[src/rtl/chg_limit_pkg.sv]
package chg_limit_pkg;

  typedef enum logic [1:0] {
    SEL_NONE  = 2'd0,
    SEL_LIMIT = 2'd1,
    SEL_VREQ  = 2'd2,
    SEL_IREQ  = 2'd3
  } rd_sel_e;

  // Index of each field inside the ceiling register (field k sits at bits k*W..)
  localparam int FLD_CUR  = 0;
  localparam int FLD_VOLT = 1;
  localparam int NUM_FLD  = 2;

  function automatic rd_sel_e decode_rd(input int unsigned a, input int unsigned lim_a,
                                        input int unsigned v_a, input int unsigned i_a);
    if (a == lim_a)    return SEL_LIMIT;
    else if (a == v_a) return SEL_VREQ;
    else if (a == i_a) return SEL_IREQ;
    else               return SEL_NONE;
  endfunction

endpackage

[src/rtl/limit_guard.sv]
module limit_guard #(
  parameter int ADDR_W        = 8,
  parameter int DATA_W        = 8,
  parameter int LIMIT_ADDR    = 6,
  parameter int LIMIT_DEFAULT = 0
) (
  input  logic              clk,
  input  logic              rst_n,
  input  logic              lim_rst_n,
  input  logic              wr_en,
  input  logic [ADDR_W-1:0] addr,
  input  logic [DATA_W-1:0] wdata,
  output logic [DATA_W-1:0] lim_q,
  output logic              lock_q,
  output logic              lim_wr_hit,
  output logic              lim_wr_blocked,
  output logic              other_wr
);
  localparam logic [DATA_W-1:0] DEF_VAL = DATA_W'(LIMIT_DEFAULT);
  localparam logic [ADDR_W-1:0] LIM_A   = ADDR_W'(LIMIT_ADDR);

  logic lim_addr_hit;

  assign lim_addr_hit   = (addr == LIM_A);
  assign lim_wr_hit     = wr_en && lim_addr_hit && !lock_q && lim_rst_n;
  assign lim_wr_blocked = wr_en && lim_addr_hit && lock_q && lim_rst_n;
  assign other_wr       = wr_en && !lim_addr_hit;

  always_ff @(posedge clk or negedge rst_n) begin
    if (!rst_n) begin
      lim_q  <= DEF_VAL;
      lock_q <= 1'b0;
    end else if (!lim_rst_n) begin
      lim_q  <= DEF_VAL;
      lock_q <= 1'b0;
    end else begin
      if (lim_wr_hit) lim_q  <= wdata;
      if (other_wr)   lock_q <= 1'b1;
    end
  end
endmodule

[src/rtl/request_bank.sv]
module request_bank #(
  parameter int ADDR_W    = 8,
  parameter int FIELD_W   = 4,
  parameter int VREQ_ADDR = 2,
  parameter int IREQ_ADDR = 3
) (
  input  logic               clk,
  input  logic               rst_n,
  input  logic               wr_en,
  input  logic [ADDR_W-1:0]  addr,
  input  logic [FIELD_W-1:0] wfield,
  output logic [FIELD_W-1:0] vreq_q,
  output logic [FIELD_W-1:0] ireq_q
);
  localparam logic [ADDR_W-1:0] V_A = ADDR_W'(VREQ_ADDR);
  localparam logic [ADDR_W-1:0] I_A = ADDR_W'(IREQ_ADDR);

  always_ff @(posedge clk or negedge rst_n) begin
    if (!rst_n) begin
      vreq_q <= '0;
      ireq_q <= '0;
    end else if (wr_en) begin
      if (addr == V_A) vreq_q <= wfield;
      if (addr == I_A) ireq_q <= wfield;
    end
  end
endmodule

[src/rtl/setpoint_clamp.sv]
module setpoint_clamp #(
  parameter int FIELD_W = 4
) (
  input  logic [FIELD_W-1:0] req,
  input  logic [FIELD_W-1:0] ceil,
  output logic [FIELD_W-1:0] set_o
);
  function automatic logic [FIELD_W-1:0] clamp_code(input logic [FIELD_W-1:0] r,
                                                    input logic [FIELD_W-1:0] c);
    return (r > c) ? c : r;
  endfunction

  assign set_o = clamp_code(req, ceil);
endmodule

[src/rtl/chg_limit_regs.sv]
module chg_limit_regs #(
  parameter int ADDR_W        = 8,
  parameter int FIELD_W       = 4,
  parameter int LIMIT_ADDR    = 6,
  parameter int VREQ_ADDR     = 2,
  parameter int IREQ_ADDR     = 3,
  parameter int LIMIT_DEFAULT = 0
) (
  input  logic                   clk,
  input  logic                   rst_n,
  input  logic                   lim_rst_n,
  input  logic                   wr_en,
  input  logic                   rd_en,
  input  logic [ADDR_W-1:0]      addr,
  input  logic [2*FIELD_W-1:0]   wdata,
  output logic [2*FIELD_W-1:0]   rdata,
  output logic [FIELD_W-1:0]     v_set,
  output logic [FIELD_W-1:0]     i_set
);
  import chg_limit_pkg::*;

  localparam int DATA_W = NUM_FLD * FIELD_W;

  logic [DATA_W-1:0]  lim_q;
  logic               lock_q;
  logic               lim_wr_hit;
  logic               lim_wr_blocked;
  logic               other_wr;
  logic [FIELD_W-1:0] vreq_q;
  logic [FIELD_W-1:0] ireq_q;
  logic [FIELD_W-1:0] req_arr [NUM_FLD];
  logic [FIELD_W-1:0] set_arr [NUM_FLD];
  logic [DATA_W-1:0]  rd_mux;
  rd_sel_e            rd_sel;

  limit_guard #(
    .ADDR_W(ADDR_W), .DATA_W(DATA_W),
    .LIMIT_ADDR(LIMIT_ADDR), .LIMIT_DEFAULT(LIMIT_DEFAULT)
  ) guard_i (
    .clk(clk), .rst_n(rst_n), .lim_rst_n(lim_rst_n),
    .wr_en(wr_en), .addr(addr), .wdata(wdata),
    .lim_q(lim_q), .lock_q(lock_q),
    .lim_wr_hit(lim_wr_hit), .lim_wr_blocked(lim_wr_blocked), .other_wr(other_wr)
  );

  request_bank #(
    .ADDR_W(ADDR_W), .FIELD_W(FIELD_W),
    .VREQ_ADDR(VREQ_ADDR), .IREQ_ADDR(IREQ_ADDR)
  ) req_i (
    .clk(clk), .rst_n(rst_n), .wr_en(wr_en), .addr(addr),
    .wfield(wdata[FIELD_W-1:0]), .vreq_q(vreq_q), .ireq_q(ireq_q)
  );

  assign req_arr[FLD_CUR]  = ireq_q;
  assign req_arr[FLD_VOLT] = vreq_q;

  for (genvar k = 0; k < NUM_FLD; k++) begin : g_clamp
    setpoint_clamp #(.FIELD_W(FIELD_W)) clamp_i (
      .req(req_arr[k]),
      .ceil(lim_q[k*FIELD_W +: FIELD_W]),
      .set_o(set_arr[k])
    );
  end

  assign v_set = set_arr[FLD_VOLT];
  assign i_set = set_arr[FLD_CUR];

  assign rd_sel = decode_rd(int'(addr), LIMIT_ADDR, VREQ_ADDR, IREQ_ADDR);

  always_comb begin
    case (rd_sel)
      SEL_LIMIT: rd_mux = lim_q;
      SEL_VREQ:  rd_mux = {{(DATA_W-FIELD_W){1'b0}}, vreq_q};
      SEL_IREQ:  rd_mux = {{(DATA_W-FIELD_W){1'b0}}, ireq_q};
      default:   rd_mux = '0;
    endcase
  end

  always_ff @(posedge clk or negedge rst_n) begin
    if (!rst_n)     rdata <= '0;
    else if (rd_en) rdata <= rd_mux;
  end
endmodule

[config.mk]
export PLATFORM = sky130hd
export DESIGN_NAME = chg_limit_regs
export DESIGN_NICKNAME = d
export VERILOG_FILES = /design/src/rtl/chg_limit_pkg.sv /design/src/rtl/limit_guard.sv /design/src/rtl/request_bank.sv /design/src/rtl/setpoint_clamp.sv /design/src/rtl/chg_limit_regs.sv
export SDC_FILE = /design/constraint.sdc
export NUM_CORES = 1
export LEC_CHECK = 0
export BUFFER_PORTS_ARGS = -buffer_cell sky130_fd_sc_hd__buf_2
export CAP_MARGIN = 40
export CORE_MARGIN = 10
export CORE_UTILIZATION = 25
export DETAILED_ROUTE_END_ITERATION = 6
export RECOVER_POWER = 100
export REMOVE_ABC_BUFFERS = 1
export SYNTH_ARGS = -nofsm -noshare
export SYNTH_HDL_FRONTEND = slang
export SYNTH_SLANG_ARGS = --single-unit
[constraint.sdc]
create_clock -name clk -period 2.5 [get_ports clk]
set_input_delay 0.5 -clock clk [delete_from_list [all_inputs] [get_ports clk]]
set_output_delay 0.5 -clock clk [all_outputs]
set_load 0.05 [all_outputs]
; ---- Yosys cells after proc, flatten, opt, wreduce, memory -nomap -nowiden
; Index checks and enable logic that the tools add are counted.
[classes]
addsub = 0
n_mul = 0
div = 0
n_lt_le_gt_ge = 2
n_eq_ne = 8
n_shift = 0
n_mux = 10
bitwise_logic = 0
n_reduce_logical = 8
[ops]
columns = cell, n
row1 = $pmux 8 s3, 1
row2 = $eq 8x2->1 const B, 2
row3 = $mux 8, 2
row4 = $eq 8x3->1 const B, 1
row5 = $gt 4x4->1, 2
row6 = $mux 4, 2
row7 = $mux 2, 3
row8 = $eq 2x2->1 const B, 2
row9 = $logic_and 1x1->1, 4
row10 = $ne 2x1->1 const B, 2
row11 = $reduce_and 2->1, 2
row12 = $eq 2x1->1 const B, 1
row13 = $logic_not 1->1, 2
row14 = $mux 1, 2
[word_totals]
regBits = 25
latchBits = 0
ramBits = 0
romBits = 0
input_bits = 21
output_inout_bits = 16
wordCells = 33
n_memories = 0

; ---- Longest topological paths before layout
[logic_depth]
ltp_word = 6
mapped_depth = 6
ltp_nobuf = 6

; ---- Hierarchy
; From an unflattened synthesis, not the netlist that was laid out.
[unflattened]
cells_unflattened = 128
hier_area_um2 = 1569.0
[by_module_without_submodules]
columns = mod, n_inst, cells_each, area_per_inst_um2, seq_area_each_um2
row1 = chg_limit_regs, 1, 44, 431.7, 200.2
row2 = limit_guard, 1, 30, 419.2, 225.2
row3 = request_bank, 1, 20, 375.4, 200.2
row4 = setpoint_clamp, 2, 17, 171.4, 0.0

; ---- Worst setup path before layout
; OpenSTA, ideal clock, no wires.
[synth_timing]
kind = register -> output
start = register guard_i.lim_q[2]
end = output port i_set[0]
t_arrival_ps = 1731
required_ps = 2000
slack_ps = 269
path_stages_with_launch = 7
path_buffers = 0
path_cell_list = dfrtp_1 -> inv_1 -> ha_1 -> o21ai_0 -> a21oi_1 -> o21ai_0 -> mux2_2
[synth_via]
elab_chain_len = 2
[synth_lines]
columns = element, line
row1 = start: declaration, limit_guard.sv:13  ; output logic [DATA_W-1:0] lim_q,
row2 = start signal: assignment, limit_guard.sv:37  ; if (lim_wr_hit) lim_q <= wdata;
row3 = $gt 4x4->1, setpoint_clamp.sv:10  ; return (r > c) ? c : r;
row4 = $mux 4, setpoint_clamp.sv:10
row5 = end: declaration, chg_limit_regs.sv:18  ; output logic [FIELD_W-1:0] i_set
; No other way between the ends.

; ---- Final worst setup path
[layout_timing]
start = register req_i.ireq_q[1]
end = output port i_set[2]
[layout_via]
elab_chain_len = 2
[layout_lines]
columns = element, line
row1 = start: declaration, request_bank.sv:13  ; output logic [FIELD_W-1:0] ireq_q
row2 = start signal: assignment, request_bank.sv:24  ; if (addr == I_A) ireq_q <= wfield;
row3 = $gt 4x4->1, setpoint_clamp.sv:10
row4 = $mux 4, setpoint_clamp.sv:10
; No other way between the ends.

==> results.md <==
- Status: finished, final reports clean
- Critical path capture point type: output pin
- Adder-Cell Fraction of Synth Area: 0.0670
- Worst path arrival time: 1.89 ns
- Final-layout fill cell count: 629
- Pin count of the biggest net entering global routing: 26
- Pre-CTS worst setup slack: 0.107 ns
- Hold bufs inserted after CTS: 0
- IR drop worst, VDD: 0.199 mV
- Number of I/O pins: 37
- DPL Wire Length: 2.86 mm
- H-tree levels: 1
- Total power consumption of the routed design: 0.836 mW
- #FFs+latches synth: 25
- Post-Layout Inst Area: 1950 µm²
- Deepest clock path buffer count: 2
- Count of inserted antenna diode cells: 0
- Post-Route Hold Slack: 0.475 ns
- Relative slew margins: 0.113
- Wire length of the first global-routing pass: 6.40 mm
- Area of placed instances: 1770 µm²
- Clock period minus worst slack: 2.39 ns
- Post-synthesis share of cell area spent on and, or, nand and nor gates: 0.179
- Via count of the first global-routing pass: 1254
- Fin cells: 269
- Dominant combinational cell family by area after synthesis: simple AND/OR/NAND/NOR gates
- Residual DRC count: 0
- Worst setup slack for register-to-register paths: 0.98 ns
- Syn avg cell area: 10.4 µm²
- Share of the clock period used by the worst path: 0.958
- Die X: 97.3 µm
- Die footprint: 9470 µm²
- Power density relative to cell area: 429 nW/µm²
- Slowest cell on crit path: dfrtp_1
- Worst clock skew: 0.00423 ns
- Synthesized area: 1490 µm²
- Class of the tightest hold or removal check: primary input to flip-flop
- Worst Setup Slack, final: 0.105 ns
- Number of sinks driven by the clock tree: 25
- Category of the worst setup path launch point: flip-flop
- Placeable core region: 5850 µm²
- Post-synth EDFFs: 0
- Wire length per cell: 14.3 µm
- Synth Area in XOR/XNOR: 0
- Hold path depth: 3
- Fraction of the core area covered by cells at the end of the flow: 0.333
- Achievable frequency: 418 MHz
- Number of clock buffers inserted by TritonCTS: 3
- Total routing resource utilization after global routing: 0.0798
- Async set-or-reset flop fraction in the synthesized netlist: 1.00
- Antenna violations before repair: 0
- Number of nets with antenna violations after routing: 0
- Final Routed Wirelength: 3.85 mm
- Critical path class: flip-flop to output pin
- Worst setup path startpoint: req_i.ireq_q[1]$_DFFE_PN0P_
- Vias post-DR: 1189
- Count of port buffers added during placement: 36
- Proportion of layout cells with a drive suffix above 1: 0.361
- Required time of the critical path: 2.00 ns
- Part of the Yosys area used for sequential elements: 0.419
- Net total in the final layout: 224
- Root cell of the clock tree: clkbuf_8
- Number of vias per cell: 4.42
- Top FF cell, synth: dfrtp_1
- Fraction of the mapped netlist area in compound gates: 0.122
- Worst Reg2Reg Path Length in Cells: 3
- GPL Wtd Cong: 0.748
- Synthesized netlist cell count: 143
- Reported max-cap violation count: 0
- # rows: 28
- CTS tree: built
- Initial standard-cell utilization of the core: 0.255
- Final Hold Violating Endpoints: 0
- Crit path max fanout: 3
- Critical path, cell by cell: ha_1 > buf_4 > nand4_1 > o21ai_2 > buf_4 > mux2_4 > buf_8
- Share of cell area taken by muxes after synthesis: 0.147
- Worst Setup EP: i_set[2]
- Slew at the pin closest to its max-slew limit: 1.33 ns
- DRT Pass-1 Iters: 3
- Final setup fails: 0
- Max Slew Vio Count: 0
- Placed insts: 254
- YS warnings: 0
- Total global routing overflow: 0
- Layout-stage area growth over the synthesis result: 30.6%
- CP most frequent cell: buf_4
- Largest stage delay, worst path: 0.40 ns
- Reg-to-reg endpoint: guard_i.lim_q[2]$_DFFE_PN0P_
- Startpoint of the most critical register-to-register path: guard_i.lock_q$_DFFE_PN0P_
- Clk slew on worst S/H paths: 0.09 ns
- Post-synth cell types: 27
- Final TNS setup: 0 ns
- Static leakage: 0.887 nW
- Clock Latency Late Sink: 0.27 ns
- Iteration-0 DRC Markers: 44
- Vertical extent of the die: 97.3 µm
[Yosys cell counts (all sizes together), types with 3 or more instances]
master   n  area, µm²
a21oi    7       35.0
buf      4       33.8
dfrtp   25        626
ha       8        100
inv     16       60.1
mux2    16        180
mux2i    4       40.0
nand2   14       55.1
nand3   10       55.1
nor2     7       33.8
nor4b    3       62.6
o21ai   12       90.1
o22ai    8       50.1
[per-layer routing]
metal  vias up  wire length (µm)  GRT usage
met1       555              1930      0.107
met5         -                 0          0
met3         4               172     0.0242
li1        604                 -          -
met2        26              1720      0.121
met4         0                20     0.0201
[cell families after synthesis]
logic type                 count (synthesis)
muxes                                     20
AOI/OAI and AO/OA                         28
and+or+nand+nor                           41
adders and majority gates                  8
DFF                                       25
buffers and inverters                     21
[cells in the final DEF (no fill, tap or decap), types with 2 or more instances in the layout]
| cell | n |
|---|---|
| buf_2 | 18 |
| buf_6 | 5 |
| mux2_1 | 4 |
| nand3_1 | 10 |
| ha_4 | 3 |
| ha_1 | 5 |
| clkbuf_1 | 11 |
| nand2_1 | 13 |
| mux2_4 | 2 |
| o22ai_1 | 8 |
| mux2_2 | 10 |
| nand2b_1 | 2 |
| mux2i_1 | 4 |
| clkbuf_8 | 3 |
| inv_1 | 15 |
| dfrtp_1 | 25 |
| nor2b_1 | 2 |
| buf_8 | 3 |
| o21ai_2 | 4 |
| nor4b_4 | 2 |
| buf_4 | 16 |
| a21oi_1 | 6 |
| nand4_1 | 2 |
| o21ai_0 | 7 |
| nor2_1 | 7 |
[cell type report]
type,instances,area [µm²],share of cell area
Clock buffer,4,45.0,0.0231
Inverter,16,60.1,0.0308
Multi-Input combinational cell,97,777,0.398
Sequential cell,25,626,0.321
Tap cell,75,93.8,0.0481
Timing Repair Buffer,52,349,0.179
[how the worst min path moves through the flow]
stage | startpoint | to | slack (ns)
2_1_floorplan | rst_n | guard_i.lim_q[0]$_DFFE_PN0P_ | 0.20
4_1_cts | rst_n | rdata[5]$_DFFE_PN0P_ | 0.24
3_3_place_gp | guard_i.lock_q$_DFFE_PN0P_ | guard_i.lock_q$_DFFE_PN0P_ | 0.51
3_5_place_dp | rdata[2]$_DFFE_PN0P_ | rdata[2]$_DFFE_PN0P_ | 0.52
5_1_grt | wdata[5] | guard_i.lim_q[5]$_DFFE_PN0P_ | 0.49
6_report | wdata[4] | guard_i.lim_q[4]$_DFFE_PN0P_ | 0.47
[what timing repair did]
item,CTS,global route
pin swaps,2,4
buffers inserted,7,4
endpoints found under the setup margin,8,8
gates resized for setup,24,9
[state kept, by name, summed over array words and instances (netlist names)]
name and cells:
rdata 8, req_i.ireq_q 4, guard_i.lock_q 1, guard_i.lim_q 8, req_i.vreq_q 4
[power breakdown]
group          total, mW  switching [mW]  internal [mW]  leakage (nW)
registers          0.419         0.00722          0.411         0.346
clock network      0.239           0.125          0.114        0.0228
logic              0.178          0.0946         0.0838         0.518
[worst max-delay path: cells and delay by family, from the launching register on]
family,cells,cell delay (ns)
AO/OA/AOI/OAI,1,0.07
adder cells (fa/ha/maj),1,0.32
buffers and inverters,3,0.43
flip-flops,1,0.40
multiplexers,1,0.31
AND/OR/NAND/NOR,1,0.10
Power figures use the tool's default switching activity.
